===== config.mk =====
export PLATFORM = sky130hd
export DESIGN_NAME = fgen_bank
export DESIGN_NICKNAME = d
export VERILOG_FILES = /design/src/rtl/fgen_pkg.sv /design/src/rtl/fgen_regs.sv /design/src/rtl/fgen_decode.sv /design/src/rtl/fgen_div.sv /design/src/rtl/fgen_bank.sv
export SDC_FILE = /design/constraint.sdc
export NUM_CORES = 1
export LEC_CHECK = 0
export BUFFER_PORTS_ARGS = -buffer_cell sky130_fd_sc_hd__buf_2
export CORE_UTILIZATION = 60
export DETAILED_ROUTE_END_ITERATION = 12
export GPL_TIMING_DRIVEN = 1
export PLACE_DENSITY_LB_ADDON = 0.12
export SETUP_SLACK_MARGIN = 0.1
export SLEW_MARGIN = 20
export SYNTH_ARGS = -nofsm -noshare
export SYNTH_HDL_FRONTEND = slang
export SYNTH_HIERARCHICAL = 1
export SYNTH_SLANG_ARGS = --single-unit

===== constraint.sdc =====
create_clock -name clk -period 4.5 [get_ports clk]
set_clock_uncertainty 0.15 [all_clocks]
set_input_delay 0.225 -clock clk [delete_from_list [all_inputs] [get_ports clk]]
set_output_delay 0.225 -clock clk [all_outputs]
set_load 0.005 [all_outputs]

===== src/rtl/fgen_pkg.sv =====
package fgen_pkg;
  localparam int REG_W     = 32;
  localparam int FIELD_W   = 10;
  localparam int DIV_W     = 8;
  localparam int LIM_W     = DIV_W + 1;
  localparam int SRC_N     = 3;
  localparam int SCALE_BIT = 30;

  typedef enum logic [1:0] {
    SRC_CPU  = 2'd0,
    SRC_AUX  = 2'd1,
    SRC_AUX2 = 2'd2
  } src_e;

  // lim holds divide factor minus one
  typedef struct packed {
    logic             en;
    src_e             src;
    logic [LIM_W-1:0] lim;
  } cfg_t;

  localparam int CFG_W = $bits(cfg_t);
endpackage


===== src/rtl/fgen_regs.sv =====
module fgen_regs #(
  parameter int NREG  = 2,
  parameter int REG_W = 32,
  localparam int AW   = (NREG > 1) ? $clog2(NREG) : 1
) (
  input  logic                       clk,
  input  logic                       rst,
  input  logic                       wr,
  input  logic [AW-1:0]              addr,
  input  logic [REG_W-1:0]           wdata,
  input  logic [REG_W-1:0]           wmask,
  output logic [REG_W-1:0]           rdata,
  output logic [NREG-1:0][REG_W-1:0] regs_o
);
  logic [NREG-1:0][REG_W-1:0] regs_q;

  always_ff @(posedge clk) begin
    if (rst) begin
      regs_q <= '0;
      rdata  <= '0;
    end else begin
      if (wr) regs_q[addr] <= (regs_q[addr] & ~wmask) | (wdata & wmask);
      rdata <= regs_q[addr];
    end
  end

  assign regs_o = regs_q;
endmodule


===== src/rtl/fgen_decode.sv =====
module fgen_decode
  import fgen_pkg::*;
#(
  parameter bit EXT = 1'b1
) (
  input  logic [FIELD_W-1:0] field,
  input  logic               scale,
  output cfg_t               cfg
);
  logic [DIV_W-1:0] n;
  assign n = field[FIELD_W-1:2];

  generate
    if (EXT) begin : g_ext
      always_comb begin
        cfg.en = |field[1:0];
        unique case (field[1:0])
          2'd1:    cfg.src = SRC_AUX2;
          2'd3:    cfg.src = SRC_AUX;
          default: cfg.src = SRC_CPU;
        endcase
        cfg.lim = scale ? {1'b0, n} : {n, 1'b1};
      end
    end else begin : g_legacy
      logic unused_scale;
      assign unused_scale = scale;
      always_comb begin
        cfg.en  = field[1];
        cfg.src = field[0] ? SRC_AUX : SRC_CPU;
        cfg.lim = {n, 1'b1};
      end
    end
  endgenerate
endmodule


===== src/rtl/fgen_div.sv =====
module fgen_div
  import fgen_pkg::*;
(
  input  logic clk,
  input  logic rst,
  input  cfg_t cfg,
  input  logic in_stb,
  output logic out_stb,
  output logic out_sq
);
  logic [LIM_W-1:0] cnt_q;
  cfg_t             last_q;
  logic             wrap;

  assign wrap = (cnt_q == cfg.lim);

  always_ff @(posedge clk) begin
    if (rst) begin
      cnt_q   <= '0;
      last_q  <= '0;
      out_stb <= 1'b0;
      out_sq  <= 1'b0;
    end else begin
      last_q <= cfg;
      if (!cfg.en || (cfg != last_q)) begin
        cnt_q   <= '0;
        out_stb <= 1'b0;
        out_sq  <= 1'b0;
      end else if (cfg.lim == '0) begin
        cnt_q   <= '0;
        out_stb <= in_stb;
        out_sq  <= in_stb;
      end else begin
        out_stb <= in_stb & wrap;
        if (in_stb) begin
          out_sq <= (cnt_q <= (cfg.lim >> 1));
          cnt_q  <= wrap ? '0 : cnt_q + 1'b1;
        end
      end
    end
  end
endmodule


===== src/rtl/fgen_bank.sv =====
module fgen_bank
  import fgen_pkg::*;
#(
  parameter bit EXT         = 1'b1,
  parameter int NUM_GEN     = 6,
  parameter int GEN_PER_REG = 3,
  localparam int NREG       = NUM_GEN / GEN_PER_REG,
  localparam int AW         = (NREG > 1) ? $clog2(NREG) : 1
) (
  input  logic               clk,
  input  logic               rst,
  input  logic               reg_wr,
  input  logic [AW-1:0]      reg_addr,
  input  logic [REG_W-1:0]   reg_wdata,
  input  logic [REG_W-1:0]   reg_wmask,
  output logic [REG_W-1:0]   reg_rdata,
  input  logic [SRC_N-1:0]   src_stb,
  output logic [NUM_GEN-1:0] gen_stb,
  output logic [NUM_GEN-1:0] gen_sq
);
  logic [NREG-1:0][REG_W-1:0] regs_flat;
  logic [NUM_GEN-1:0]         gen_en;
  logic [NUM_GEN-1:0]         sel_stb;
  logic [NUM_GEN*CFG_W-1:0]   cfg_flat;

  fgen_regs #(.NREG(NREG), .REG_W(REG_W)) u_regs (
    .clk    (clk),
    .rst    (rst),
    .wr     (reg_wr),
    .addr   (reg_addr),
    .wdata  (reg_wdata),
    .wmask  (reg_wmask),
    .rdata  (reg_rdata),
    .regs_o (regs_flat)
  );

  for (genvar g = 0; g < NUM_GEN; g++) begin : g_gen
    localparam int RI = g / GEN_PER_REG;
    localparam int KI = g % GEN_PER_REG;
    cfg_t cfg_g;

    fgen_decode #(.EXT(EXT)) u_dec (
      .field (regs_flat[RI][KI*FIELD_W +: FIELD_W]),
      .scale (regs_flat[RI][SCALE_BIT]),
      .cfg   (cfg_g)
    );

    assign sel_stb[g] = src_stb[cfg_g.src];
    assign gen_en[g]  = cfg_g.en;
    assign cfg_flat[g*CFG_W +: CFG_W] = cfg_g;

    fgen_div u_div (
      .clk     (clk),
      .rst     (rst),
      .cfg     (cfg_g),
      .in_stb  (sel_stb[g]),
      .out_stb (gen_stb[g]),
      .out_sq  (gen_sq[g])
    );
  end
endmodule


==> key figures <==
Route
  – DR WL met3: 1318 um
  – Vias: 10070
  – Detailed Route WL: 31340 um
  – DR top layer: met4
  – Met2 WL: 15090 um
  – DRC: 0
  – Avg WL per Cell: 17.29 um
  – Vias per inst: 5.554
  – DR iter-0 viols: 468
  – Drt pass-1 iters: 5
  – Detail Route Antenna Nets: 0
  – Metal-1 WL: 14220 um

Floorplan
  – # IOs: 115
  – Die Y: 147.5 um
  – Die W: 147.5 um
  – Die area: 0.02177 mm^2
  – Initial Utilization: 0.6201
  – FP Rows: 52
  – Core area: 0.02049 mm^2

Place
  – Dpl ws: 1564 ps
  – Dpl hpwl: 20750 um
  – Input/output buffers: 114
  – Final RePlAce weighted congestion: 0.8909

Timing
  – Worst slew margin relative to its limit: 0.3779
  – Hold_ws: 134.5 ps
  – Sum Neg Setup Slack: 0 ps
  – RSZ-0062 raised after global routing: false
  – Pins Over Slew Limit: 0
  – Final setup margin: 1469 ps
  – Final setup vio count: 0
  – Tcrit/Tclk final: 0.6735
  – Worst Tran Pin Value: 933.1 ps
  – Highest Clock Rate: 330.0 MHz
  – Post-layout min period: 3031 ps
  – Hold Vio Cnt, Final: 0

Setup path
  – WP data required: 4820 ps
  – Critical path fanouts, max: 29
  – Arrival time worst endpoint: 3350 ps
  – CP Launch Type: register
  – CP Class: reg -> reg
  – Worst Reg-to-Reg Cells: 9
  – Crit. End Element: register

Global route
  – Pin count of the biggest net entering global routing: 97
  – Initial antenna violation count: 1
  – Vias in the first global route: 10090
  – Gr usage total: 0.2849
  – Global-route wire length before repair: 50340 um
  – Gr ovfl total: 0

CTS
  – Clock transition at path regs: 60 ps
  – Root buffer cell: clkbuf_16
  – Clk buf depth: 3
  – H-tree depth: 1
  – CTS tree: yes
  – CTS buffer count: 26
  – CTS-repair resized insts: 0
  – Worst skew pair latency: 540 ps
  – CTS sink count: 234

Synth
  – Synth Net Count: 1446
  – Avg Inst Size Synth: 9.620 um^2
  – Number of flops mapped to enable cells by yosys: 0
  – Sequential-to-total area share from yosys stat: 0.3686
  – Yosys cell types: 38
  – Top_reg_cell synth: dfxtp_1
  – Yosys warns: 6
  – Post-synth ARST share: 0
  – Gate count of the mapped netlist: 1321
  – Post-Syn Area: 0.01271 mm^2
  – Largest area contributor in the netlist: dfxtp_1
  – Area contributors post-synth: dfxtp_1, mux2i_1, xor2_1
  – Post-synth top area share: 0.3686
  – Yosys reg bits: 234

Power
  – Sw frac: 0.2446
  – Pleak: 6.929 nW
  – Switching power: 1.183 mW
  – Seq pwr share: 0.447
  – Int Pwr: 3.653 mW
  – Maximum VDD drop: 0.2618 mV
  – Pwr dens: 317.2 mW/mm^2
  – Comb pwr share: 0.110
  – Clock Power Share: 0.443

Layout
  – Most common cell after layout, fill and taps aside: dfxtp_1
  – Syn-to-layout area delta: 19.98%
  – Area of the multi-input gates: 0.007560 mm^2
  – Fraction of layout cells with a size suffix above 1: 0.1680
  – # fillers: 1519
  – Post-layout util: 0.7440
  – Commonest non-fill, non-tap cells in the layout: dfxtp_1, nor2_1, buf_2
  – Reg area: 0.004687 mm^2
  – Final nets: 1647

Run status
  – Status: completed

Hold path
  – Hold path cells: 2
  – Hold crit path type: in -> reg

Job
  – Max-cap viol count: 0
==> final timing paths <==
path	from	slack [ps]	endpoint
max	u_regs/regs_o[62]	1470	g_gen[3].u_div/out_sq
min	rst	130	u_regs/rdata[28]
max reg2reg	u_regs/regs_o[62]	1470	g_gen[3].u_div/out_sq
min reg2reg	g_gen[2].u_div/out_sq	350	g_gen[2].u_div/out_sq
==> area by class of cell <==
cell class	instances	area share
Clock inverter	11	0.007878
Antenna cell	1	0.0001641
Multi-Input combinational cell	990	0.4958
Sequential cell	234	0.3074
Clock buffer	37	0.04932
Timing Repair Buffer	216	0.1040
Tap cell	270	0.02216
Inverter	54	0.01329
==> cell families (layout without fill, tap and decap cells) <==
group           Yosys count  in the layout  synth area share
compound gates           96             96           0.05671
xor+xnor                162            162            0.1116
fa+ha+maj                54             54           0.05317
buf+inv                  97            318           0.03653
flops                   234            234            0.3686
mux                     144            144            0.1300
other cells               0              1                 0
simple gates            534            534            0.2434
==> per-stage QoR <==
stage | cell area [um^2] | instances | power, mW
CTS | 15240 | 1812 | 4.860
finish | 15250 | 1813 | 4.836
detailed placement | 13410 | 1668 | 2.668
global route | 15240 | 1812 | 5.008
global placement | 13410 | 1668 | 2.662
floorplan | 12710 | 1321 | 2.543
==> synthesized netlist by cell type, drive strengths merged (18+ instances only) <==
cell type and instances:
a21oi 36, buf 26, dfxtp 234, ha 54, inv 54, mux2 42, mux2i 102, nand2 54
nand2b 102, nand3 68, nand3b 32, nand4 48, nor2 116, nor2b 48, nor3 18, nor4 18
xnor2 60, xor2 102
==> registers in the layout, summed over array words and instances (netlist names) <==
| signal | cells |
|---|---|
| g_gen.u_div/out_sq | 6 |
| g_gen.u_div/last_q | 72 |
| u_regs/rdata | 32 |
| g_gen.u_div/out_stb | 6 |
| u_regs/regs_o | 64 |
| g_gen.u_div/cnt_q | 54 |
==> timing repair <==
item	in CTS	in global routing
setup buffers	0	0
endpoints found under the hold margin	64	0
hold buffers	96	0
==> worst max-delay path, cell delays in order, from the launching register on <==
cell,delay [ps]
dfxtp_2,910
mux2_4,390
inv_1,80
ha_1,240
a21o_1,160
a21oi_1,130
a21oi_1,90
a2111oi_0,480
o21ai_0,180
a21boi_2,160
==> layer usage <==
| layer | vias up | track usage |
|---|---|---|
| li1 | 4937 | - |
| met1 | 4849 | 0.3743 |
| met2 | 230 | 0.4915 |
| met3 | 54 | 0.03333 |
| met4 | 0 | 0.08196 |
| met5 | - | 0 |
==> power groups by stage <==
stage / clock network (mW) / registers [mW] / logic (mW)
6_report: 2.14 / 2.16 / 0.532
5_1_grt: 2.27 / 2.16 / 0.579
4_1_cts: 2.18 / 2.16 / 0.524
3_5_place_dp: 0 / 2.20 / 0.463
3_3_place_gp: 0 / 2.20 / 0.458
2_1_floorplan: 0 / 2.19 / 0.357
Note: power is estimated with default switching activity, not from simulation.
